### src/rtl/vsb_pkg.sv
package vsb_pkg;
   typedef enum logic [3:0] {
      ST_OPC, ST_ADR, ST_INV, ST_WR, ST_RD,
      ST_SEL, ST_PW, ST_CHK, ST_COPY, ST_HALT
   } vsb_state_e;

   localparam logic [7:0] OPC_WRITE = 8'h96;
   localparam logic [7:0] OPC_READ  = 8'h69;
   localparam logic [7:0] OPC_COPY  = 8'h3C;
   localparam logic [7:0] PAST_END  = 8'hFF;
endpackage

### src/rtl/vsb_store.sv
module vsb_store #(
   parameter int DEPTH = 64,
   parameter int DW = 8,
   parameter bit RESET_CELLS = 1'b1,
   parameter logic [DW-1:0] INIT_VAL = '0
) (
   input  logic                     clk,
   input  logic                     rst_n,
   input  logic                     we,
   input  logic [$clog2(DEPTH)-1:0] waddr,
   input  logic [DW-1:0]            wdata,
   input  logic [$clog2(DEPTH)-1:0] raddr,
   output logic [DW-1:0]            rdata
);
   localparam int AW = $clog2(DEPTH);

   if (DEPTH != (1 << AW)) begin : g_bad_depth
      $error("vsb_store: DEPTH must be a power of two");
   end

   logic [DW-1:0] cellv [DEPTH];

   for (genvar g = 0; g < DEPTH; g++) begin : g_cell
      logic [DW-1:0] q;
      if (RESET_CELLS) begin : g_rst
         always_ff @(posedge clk or negedge rst_n) begin
            if (!rst_n)                      q <= INIT_VAL;
            else if (we && waddr == AW'(g))  q <= wdata;
         end
      end else begin : g_norst
         always_ff @(posedge clk) begin
            if (we && waddr == AW'(g)) q <= wdata;
         end
      end
      assign cellv[g] = q;
   end

   assign rdata = cellv[raddr];


   wr_land_chk: assert property (@(posedge clk) disable iff (!rst_n)
      (we && waddr == raddr) |=> (rdata == $past(wdata) || !$stable(raddr)));
endmodule

### src/rtl/vsb_blk_sel.sv
module vsb_blk_sel #(
   parameter int DEPTH = 64,
   parameter int BLK_BYTES = 8
) (
   input  logic [7:0]               sel,
   output logic                     sel_ok,
   output logic [$clog2(DEPTH)-1:0] base,
   output logic [$clog2(DEPTH)-1:0] last
);
   localparam int AW    = $clog2(DEPTH);
   localparam int BW    = $clog2(BLK_BYTES);
   localparam int NBLK  = DEPTH / BLK_BYTES;
   localparam int IDX_W = AW - BW;

   if (BLK_BYTES != (1 << BW) || BLK_BYTES < 2) begin : g_bad_blk
      $error("vsb_blk_sel: BLK_BYTES must be a power of two >= 2");
   end
   if (NBLK < 2 || NBLK > 254) begin : g_bad_nblk
      $error("vsb_blk_sel: block count out of range");
   end

   logic whole;
   assign whole  = (sel == 8'(NBLK));
   assign sel_ok = (sel <= 8'(NBLK));

   always_comb begin
      if (whole) begin
         base = '0;
         last = '1;
      end else begin
         base = {sel[IDX_W-1:0], {BW{1'b0}}};
         last = {sel[IDX_W-1:0], {BW{1'b1}}};
      end
   end
endmodule

### src/rtl/vsb_ctrl.sv
module vsb_ctrl
   import vsb_pkg::*;
#(
   parameter int DEPTH = 64,
   parameter int BLK_BYTES = 8,
   parameter int PW_BYTES = 8,
   parameter logic [7:0] ERASE_VAL = 8'h00
) (
   input  logic                           clk,
   input  logic                           rst_n,
   input  logic                           xact_rst,
   input  logic                           rx_valid,
   input  logic [7:0]                     rx_byte,
   input  logic                           tx_req,
   output logic                           tx_valid,
   output logic [7:0]                     tx_byte,
   output logic                           mem_we,
   output logic [$clog2(DEPTH)-1:0]       mem_waddr,
   output logic [7:0]                     mem_wdata,
   output logic [$clog2(DEPTH)-1:0]       mem_raddr,
   input  logic [7:0]                     mem_rdata,
   output logic                           store_we,
   output logic [7-$clog2(DEPTH):0]       store_key,
   output logic [$clog2(DEPTH)-1:0]       store_addr,
   output logic [7:0]                     store_data,
   output logic                           pw_chk,
   output logic [7-$clog2(DEPTH):0]       pw_key,
   output logic [PW_BYTES*8-1:0]          pw_cand,
   input  logic                           pw_ok,
   output logic                           copy_done
);
   localparam int AW   = $clog2(DEPTH);
   localparam int PC_W = $clog2(PW_BYTES);
   localparam logic [AW:0]   PTR_ONE = 1;
   localparam logic [AW-1:0] CUR_ONE = 1;
   localparam logic [PC_W-1:0] PC_ONE  = 1;
   localparam logic [PC_W-1:0] PC_LAST = PC_W'(PW_BYTES - 1);

   if (PW_BYTES < 2 || PW_BYTES != (1 << PC_W)) begin : g_bad_pw
      $error("vsb_ctrl: PW_BYTES must be a power of two >= 2");
   end

   vsb_state_e state_q, state_d;
   logic [7:0]            op_q, op_d;
   logic [7:0]            adr_q, adr_d;
   logic [AW:0]           ptr_q, ptr_d;
   logic [7:0]            sel_q, sel_d;
   logic [PW_BYTES*8-1:0] pw_q, pw_d;
   logic [PC_W-1:0]       pc_q, pc_d;
   logic [AW-1:0]         cur_q, cur_d;
   logic                  done_d;
   logic                  txv_d;
   logic [7:0]            txb_d;

   logic                  sel_ok;
   logic [AW-1:0]         sel_base, sel_last;

   vsb_blk_sel #(.DEPTH(DEPTH), .BLK_BYTES(BLK_BYTES)) u_sel (
      .sel    (sel_q),
      .sel_ok (sel_ok),
      .base   (sel_base),
      .last   (sel_last)
   );

   always_comb begin
      state_d   = state_q;
      op_d      = op_q;
      adr_d     = adr_q;
      ptr_d     = ptr_q;
      sel_d     = sel_q;
      pw_d      = pw_q;
      pc_d      = pc_q;
      cur_d     = cur_q;
      done_d    = 1'b0;
      mem_we    = 1'b0;
      mem_waddr = ptr_q[AW-1:0];
      mem_wdata = rx_byte;
      mem_raddr = ptr_q[AW-1:0];
      store_we  = 1'b0;
      txv_d     = tx_req;
      txb_d     = PAST_END;
      unique case (state_q)
         ST_OPC: if (rx_valid) begin
            op_d = rx_byte;
            if (rx_byte == OPC_WRITE || rx_byte == OPC_READ || rx_byte == OPC_COPY)
               state_d = ST_ADR;
            else
               state_d = ST_HALT;
         end
         ST_ADR: if (rx_valid) begin
            adr_d   = rx_byte;
            state_d = ST_INV;
         end
         ST_INV: if (rx_valid) begin
            ptr_d = {1'b0, adr_q[AW-1:0]};
            if (rx_byte != ~adr_q)        state_d = ST_HALT;
            else if (op_q == OPC_WRITE)   state_d = ST_WR;
            else if (op_q == OPC_READ)    state_d = ST_RD;
            else                          state_d = ST_SEL;
         end
         ST_WR: if (rx_valid && !ptr_q[AW]) begin
            mem_we = 1'b1;
            ptr_d  = ptr_q + PTR_ONE;
         end
         ST_RD: begin
            if (!ptr_q[AW]) txb_d = mem_rdata;
            if (tx_req && !ptr_q[AW]) ptr_d = ptr_q + PTR_ONE;
         end
         ST_SEL: if (rx_valid) begin
            sel_d   = rx_byte;
            pc_d    = '0;
            state_d = ST_PW;
         end
         ST_PW: if (rx_valid) begin
            pw_d = {rx_byte, pw_q[PW_BYTES*8-1:8]};
            pc_d = pc_q + PC_ONE;
            if (pc_q == PC_LAST) state_d = ST_CHK;
         end
         ST_CHK: begin
            if (sel_ok && pw_ok) begin
               cur_d   = sel_base;
               state_d = ST_COPY;
            end else begin
               state_d = ST_HALT;
            end
         end
         ST_COPY: begin
            mem_raddr = cur_q;
            mem_waddr = cur_q;
            mem_wdata = ERASE_VAL;
            mem_we    = 1'b1;
            store_we  = 1'b1;
            if (cur_q == sel_last) begin
               done_d  = 1'b1;
               state_d = ST_HALT;
            end else begin
               cur_d = cur_q + CUR_ONE;
            end
         end
         ST_HALT: ;
         default: state_d = ST_HALT;
      endcase
      if (xact_rst) state_d = ST_OPC;
   end

   always_ff @(posedge clk or negedge rst_n) begin
      if (!rst_n) begin
         state_q   <= ST_OPC;
         op_q      <= '0;
         adr_q     <= '0;
         ptr_q     <= '0;
         sel_q     <= '0;
         pw_q      <= '0;
         pc_q      <= '0;
         cur_q     <= '0;
         copy_done <= 1'b0;
         tx_valid  <= 1'b0;
         tx_byte   <= PAST_END;
      end else begin
         state_q   <= state_d;
         op_q      <= op_d;
         adr_q     <= adr_d;
         ptr_q     <= ptr_d;
         sel_q     <= sel_d;
         pw_q      <= pw_d;
         pc_q      <= pc_d;
         cur_q     <= cur_d;
         copy_done <= done_d;
         tx_valid  <= txv_d;
         tx_byte   <= txb_d;
      end
   end

   assign store_key  = adr_q[7:AW];
   assign store_addr = cur_q;
   assign store_data = mem_rdata;
   assign pw_chk     = (state_q == ST_CHK);
   assign pw_key     = adr_q[7:AW];
   assign pw_cand    = pw_q;


   pw_gate_chk: assert property (@(posedge clk) disable iff (!rst_n)
      (pw_chk && !pw_ok) |=> !store_we);

   sel_gate_chk: assert property (@(posedge clk) disable iff (!rst_n)
      (pw_chk && !sel_ok) |=> (!store_we && !copy_done));

   addr_step_chk: assert property (@(posedge clk) disable iff (!rst_n)
      (store_we && $past(store_we)) |-> (store_addr == $past(store_addr) + CUR_ONE));

   done_follow_chk: assert property (@(posedge clk) disable iff (!rst_n)
      copy_done |-> ($past(store_we) && !store_we));

   read_end_chk: assert property (@(posedge clk) disable iff (!rst_n)
      (tx_req && state_q == ST_RD && ptr_q[AW]) |=> (tx_valid && tx_byte == PAST_END));

   xact_stop_chk: assert property (@(posedge clk) disable iff (!rst_n)
      xact_rst |=> !store_we);
endmodule

### src/rtl/verified_stage_buffer.sv
module verified_stage_buffer #(
   parameter int DEPTH = 64,
   parameter int BLK_BYTES = 8,
   parameter int PW_BYTES = 8,
   parameter logic [7:0] ERASE_VAL = 8'h00,
   parameter bit RESET_CELLS = 1'b1
) (
   input  logic                     clk,
   input  logic                     rst_n,
   input  logic                     xact_rst,
   input  logic                     rx_valid,
   input  logic [7:0]               rx_byte,
   input  logic                     tx_req,
   output logic                     tx_valid,
   output logic [7:0]               tx_byte,
   output logic                     store_we,
   output logic [7-$clog2(DEPTH):0] store_key,
   output logic [$clog2(DEPTH)-1:0] store_addr,
   output logic [7:0]               store_data,
   output logic                     pw_chk,
   output logic [7-$clog2(DEPTH):0] pw_key,
   output logic [PW_BYTES*8-1:0]    pw_cand,
   input  logic                     pw_ok,
   output logic                     copy_done
);
   localparam int AW = $clog2(DEPTH);

   if (DEPTH < 4 || DEPTH > 128) begin : g_bad_range
      $error("verified_stage_buffer: DEPTH must leave room for a subkey field");
   end
   if (DEPTH % BLK_BYTES != 0) begin : g_bad_split
      $error("verified_stage_buffer: DEPTH must be a multiple of BLK_BYTES");
   end

   logic          mem_we;
   logic [AW-1:0] mem_waddr, mem_raddr;
   logic [7:0]    mem_wdata, mem_rdata;

   vsb_ctrl #(
      .DEPTH(DEPTH), .BLK_BYTES(BLK_BYTES),
      .PW_BYTES(PW_BYTES), .ERASE_VAL(ERASE_VAL)
   ) u_ctrl (
      .clk        (clk),
      .rst_n      (rst_n),
      .xact_rst   (xact_rst),
      .rx_valid   (rx_valid),
      .rx_byte    (rx_byte),
      .tx_req     (tx_req),
      .tx_valid   (tx_valid),
      .tx_byte    (tx_byte),
      .mem_we     (mem_we),
      .mem_waddr  (mem_waddr),
      .mem_wdata  (mem_wdata),
      .mem_raddr  (mem_raddr),
      .mem_rdata  (mem_rdata),
      .store_we   (store_we),
      .store_key  (store_key),
      .store_addr (store_addr),
      .store_data (store_data),
      .pw_chk     (pw_chk),
      .pw_key     (pw_key),
      .pw_cand    (pw_cand),
      .pw_ok      (pw_ok),
      .copy_done  (copy_done)
   );

   vsb_store #(
      .DEPTH(DEPTH), .DW(8), .RESET_CELLS(RESET_CELLS), .INIT_VAL(ERASE_VAL)
   ) u_store (
      .clk   (clk),
      .rst_n (rst_n),
      .we    (mem_we),
      .waddr (mem_waddr),
      .wdata (mem_wdata),
      .raddr (mem_raddr),
      .rdata (mem_rdata)
   );
endmodule

### config.mk
export PLATFORM = sky130hd
export DESIGN_NAME = verified_stage_buffer
export DESIGN_NICKNAME = d
export VERILOG_FILES = /design/src/rtl/vsb_pkg.sv /design/src/rtl/vsb_store.sv /design/src/rtl/vsb_blk_sel.sv /design/src/rtl/vsb_ctrl.sv /design/src/rtl/verified_stage_buffer.sv
export SDC_FILE = /design/constraint.sdc
export NUM_CORES = 1
export LEC_CHECK = 0
export ABC_AREA = 1
export BUFFER_PORTS_ARGS = -buffer_cell sky130_fd_sc_hd__buf_4
export CAP_MARGIN = 5
export CORE_MARGIN = 8
export CORE_UTILIZATION = 45
export CTS_CLUSTER_DIAMETER = 150
export DETAILED_ROUTE_END_ITERATION = 10
export SLEW_MARGIN = 20
export SYNTH_ARGS = -nofsm -noshare
export SYNTH_HDL_FRONTEND = slang
export SYNTH_SLANG_ARGS = --single-unit
### constraint.sdc
create_clock -name clk -period 6.4 [get_ports clk]
set_clock_uncertainty 0.1 [all_clocks]
set_input_delay 1.28 -clock clk [delete_from_list [all_inputs] [get_ports clk]]
set_output_delay 1.28 -clock clk [all_outputs]
set_load 0.02 [all_outputs]
==> tab_implementation.tex <==
\begin{tabular}{lr}
\hline
Metric & Value \\
\hline
\multicolumn{2}{l}{\textbf{STA}} \\
\quad Max Clk Rate & 185.4 MHz \\
\quad Final-layout worst hold slack & 0.3847 ns \\
\quad Final setup TNS & 0 ns \\
\quad Final hold violation count & 0 \\
\quad Min setup slack post-route & 1.008 ns \\
\quad RSZ-0062 raised after global routing & no \\
\quad Final critical delay including setup and external delays & 5.392 ns \\
\quad Tightest slew margin relative to the limit & 28.90\% \\
\quad Final Slew Violations & 0 \\
\quad Final clock period utilization by the worst path & 84.26\% \\
\quad Setup violations, final & 0 \\
\quad Slew at the pin closest to its max-slew limit & 1.066 ns \\
\multicolumn{2}{l}{\textbf{Global routing}} \\
\quad Remaining Overflow, GRT & 0 \\
\quad Antenna violations before repair & 2 \\
\quad Maximum number of pins on one net before global-route repair & 147 \\
\quad Wire length of the first global-routing pass & 142000 um \\
\quad Global routing usage summed across all routing layers & 23.68\% \\
\quad Vias in the first global route & 24000 \\
\multicolumn{2}{l}{\textbf{Yosys}} \\
\quad Biggest area contributors in the synthesized netlist & sky130\_fd\_sc\_hd\_\_dfrtp\_1 52\%, sky130\_fd\_sc\_hd\_\_nand2\_1 22\%, sky130\_fd\_sc\_hd\_\_o21ai\_1 7.3\%, sky130\_fd\_sc\_hd\_\_nand3\_1 4.6\%, sky130\_fd\_sc\_hd\_\_o21ai\_0 2.7\% \\
\quad Portion of the post-synthesis area used by sequential elements & 53.07\% \\
\quad Fraction of registers with async set or reset after synthesis & 100.0\% \\
\quad Number of nets in the synthesized netlist & 3903 \\
\quad Unique cell type count in the Yosys netlist & 39 \\
\quad Cell with the most instances after synthesis & sky130\_fd\_sc\_hd\_\_nand2\_1 \\
\quad Synth Cell Area & 29730 um\^{}2 \\
\quad Most instantiated cells after synthesis & 1757 x sky130\_fd\_sc\_hd\_\_nand2\_1, 622 x sky130\_fd\_sc\_hd\_\_dfrtp\_1, 432 x sky130\_fd\_sc\_hd\_\_o21ai\_1 \\
\quad Share of the synthesized area in the top cell type & 52.36\% \\
\quad Most area-hungry cell type in the Yosys netlist & sky130\_fd\_sc\_hd\_\_dfrtp\_1 \\
\quad Number of cells produced by synthesis & 3885 \\
\quad Post-synth EDFFs & 0 \\
\quad Average instance area after synthesis & 7.651 um\^{}2 \\
\quad Top\_reg\_cell synth & sky130\_fd\_sc\_hd\_\_dfrtp\_1 \\
\quad Synthesized flop and latch total & 630 \\
\quad Count of warnings emitted by yosys & 0 \\
\multicolumn{2}{l}{\textbf{CTS}} \\
\quad Deepest clock path buffer count & 3 \\
\quad Level count of the clock H-tree & 3 \\
\quad PostCTS Resize Cnt & 0 \\
\quad Root buffer cell & sky130\_fd\_sc\_hd\_\_clkbuf\_16 \\
\quad Clock latency at the later pin of the worst-skew pair & 0.61 ns \\
\quad Number of hold-repair buffers added at the cts stage & 0 \\
\quad Clk sinks & 630 \\
\quad Clock tree from TritonCTS & yes \\
\quad Number of setup buffers added after CTS & 0 \\
\quad Clock input transition at the sequential cells of the worst setup and hold paths & 0.06 ns \\
\quad Total clock buffers created by CTS & 71 \\
\multicolumn{2}{l}{\textbf{Floorplanning}} \\
\quad Number of placement rows & 94 \\
\quad Vertical die dimension & 273.0 um \\
\quad Total Die Area & 74540 um\^{}2 \\
\quad Number of top-level pins & 108 \\
\quad Die Span X & 273.0 um \\
\quad Area of the placeable core & 65630 um\^{}2 \\
\quad Starting density of the core & 45.29\% \\
\multicolumn{2}{l}{\textbf{Routing}} \\
\quad Starting DRT DRC Count & 2407 \\
\quad DRC errors left & 0 \\
\quad DRT Wirelength & 88740 um \\
\quad Remaining number of nets flagged by the antenna check after routing & 0 \\
\quad Post-detailed-route wirelength per cell & 18.67 um \\
\quad Detailed-router iteration count before antenna repair & 6 \\
\quad Via count & 25280 \\
\quad Number of vias per cell & 5.319 \\
\multicolumn{2}{l}{\textbf{Power and ir drop}} \\
\quad VDD IR max & 479.8 uV \\
\quad Leakage & 16.66 nW \\
\quad Power density relative to cell area & 430.1 nW/um\^{}2 \\
\quad Total Power & 14.32 mW \\
\multicolumn{2}{l}{\textbf{Place}} \\
\quad Instance area after placement & 30970 um\^{}2 \\
\quad Input/output buffers & 107 \\
\quad Worst slack after detailed placement & 1.703 ns \\
\quad Routability congestion estimate from global placement & 0.8804 \\
\quad Post-placement cell count & 4625 \\
\quad Post-detailed-placement half-perimeter wirelength & 53280 um \\
\multicolumn{2}{l}{\textbf{Setup path}} \\
\quad Critical-path top delay cell & sky130\_fd\_sc\_hd\_\_buf\_12 \\
\quad Bufs and invs on worst path & 2 \\
\quad Cell-by-cell listing of the critical path & nor2\_2, nand3\_4, nand2\_8, buf\_12, nand2\_1, nand2\_1, nand2\_1, nand2\_1, nand2\_1, nand2\_1, nor2\_1, nor2\_1, nor2\_1, nand2\_1, buf\_4 \\
\quad Largest delay share family, worst path & simple AND/OR/NAND/NOR gates \\
\quad Worst Setup Path Type & flip-flop to output pin \\
\quad Required arrival time at the worst endpoint & 5.02 ns \\
\quad Most frequent CP cell & sky130\_fd\_sc\_hd\_\_nand2\_1 \\
\quad Highest net fanout along the worst path & 131 \\
\quad CP peak stage delay & 0.48 ns \\
\quad Capturing element type of the critical path & output pin \\
\quad Arrival @ worst endpoint & 4.01 ns \\
\quad Startpoint kind of the worst setup timing path & flip-flop \\
\multicolumn{2}{l}{\textbf{Run status}} \\
\quad Outcome & completed \\
\multicolumn{2}{l}{\textbf{Worst hold path}} \\
\quad Worst hold-check path type & flip-flop to flip-flop \\
\multicolumn{2}{l}{\textbf{Layout}} \\
\quad Cell area after layout & 33290 um\^{}2 \\
\quad Final core utilization & 50.72\% \\
\quad Synth-to-Final Area Change & 11.98\% \\
\quad Filler instances & 6483 \\
\quad Final Instance Count excl. Fillers & 4753 \\
\quad N\_diodes & 0 \\
\quad Share of final-layout standard cells stronger than drive strength 1 & 9.000\% \\
\quad Post-layout net count & 3852 \\
\multicolumn{2}{l}{\textbf{Run}} \\
\quad Max-cap violation count & 0 \\
\hline
\end{tabular}
==> layout make-up <==
cell class                      instances  area, um^2  area share (%)
Sequential cell                       630       15780           47.39
Multi-Input combinational cell       2905       12600           37.85
Clock buffer                          112        2187           6.571
Timing Repair Buffer                  136        1179           3.541
Tap cell                              864        1081           3.248
Inverter                               90       340.3           1.022
Clock inverter                         16       126.4          0.3797
==> worst register-to-register path: stages (launching register included) <==
cell,delay [ns]
sky130_fd_sc_hd__dfrtp_1,0.42
sky130_fd_sc_hd__nor2_2,0.31
sky130_fd_sc_hd__nand2_4,0.30
sky130_fd_sc_hd__o21ai_2,0.30
sky130_fd_sc_hd__inv_2,0.10
sky130_fd_sc_hd__nor2_4,0.81
sky130_fd_sc_hd__inv_2,0.16
sky130_fd_sc_hd__nor2_1,0.62
sky130_fd_sc_hd__nand2_1,0.61
sky130_fd_sc_hd__nand2_1,0.17
sky130_fd_sc_hd__o21ai_1,0.08
==> flip-flops by register name, summed over array words and instances, names as in the netlist <==
register / flops
u_store.g_cell.q: 512
u_ctrl.tx_valid: 1
u_ctrl.op_q: 8
u_ctrl.pc_q: 3
u_ctrl.sel_q: 8
u_ctrl.copy_done: 1
u_ctrl.state_q: 4
u_ctrl.adr_q: 8
u_ctrl.ptr_q: 7
u_ctrl.tx_byte: 8
u_ctrl.store_addr: 6
u_ctrl.pw_cand: 64
==> cell families (layout without fill, tap and decap cells) <==
kind of cell / count (synthesis) / count (layout) / share of synthesized area, %
AOI/OAI and AO/OA: 640 / 640 / 10.97
xor gates and xnor gates: 6 / 6 / 0.1768
adders and majority gates: 4 / 4 / 0.1684
buffers and inverters: 350 / 354 / 4.887
DFF: 630 / 630 / 53.07
muxes: 8 / 8 / 0.3031
and+or+nand+nor: 2247 / 2247 / 30.43
==> layer usage <==
layer | GRT usage (%) | routed length (um)
met3 | 4.764 | 6054
met2 | 36.39 | 39730
met1 | 33.70 | 40640
met4 | 7.123 | 2309
met5 | 0 | 0
==> placed cells by master (no fill, tap or decap), types with 8 or more instances in the layout <==
| master | n |
|---|---|
| sky130_fd_sc_hd__nand2_2 | 31 |
| sky130_fd_sc_hd__inv_1 | 77 |
| sky130_fd_sc_hd__nand3_1 | 273 |
| sky130_fd_sc_hd__dfstp_2 | 8 |
| sky130_fd_sc_hd__nand4_1 | 15 |
| sky130_fd_sc_hd__nand2_1 | 1747 |
| sky130_fd_sc_hd__buf_12 | 12 |
| sky130_fd_sc_hd__nor2_1 | 131 |
| sky130_fd_sc_hd__clkbuf_8 | 15 |
| sky130_fd_sc_hd__dfrtp_1 | 622 |
| sky130_fd_sc_hd__clkbuf_1 | 21 |
| sky130_fd_sc_hd__o21ai_1 | 432 |
| sky130_fd_sc_hd__inv_2 | 12 |
| sky130_fd_sc_hd__o21ai_0 | 158 |
| sky130_fd_sc_hd__clkbuf_16 | 76 |
| sky130_fd_sc_hd__a21oi_1 | 33 |
| sky130_fd_sc_hd__clkinv_2 | 11 |
| sky130_fd_sc_hd__mux2_2 | 8 |
| sky130_fd_sc_hd__nand2_4 | 11 |
| sky130_fd_sc_hd__nor2_2 | 16 |
| sky130_fd_sc_hd__nor2_4 | 9 |
| sky130_fd_sc_hd__buf_4 | 123 |
==> final timing paths <==
path,endpoint,start,cells after the start,slack [ns]
worst max-delay path,store_data[7],u_ctrl.state_q[1],15,1.01
worst min-delay path,u_store.g_cell[38].q[6],u_store.g_cell[38].q[6],2,0.38
worst max register to register,u_store.g_cell[63].q[1],u_ctrl.state_q[1],10,2.27
worst min register to register,u_store.g_cell[38].q[6],u_store.g_cell[38].q[6],2,0.38
max in group asynchronous,u_ctrl.tx_byte[6],rst_n,3,4.20
min in group asynchronous,u_ctrl.pw_cand[1],rst_n,1,0.63
==> report_power, final <==
part           total [mW]  switching (mW)  internal, mW
clock                4.07            1.68          2.39
combinational        4.92            3.72          1.20
sequential           5.33           0.496          4.83
No activity file was read; power rests on OpenSTA's default activity.
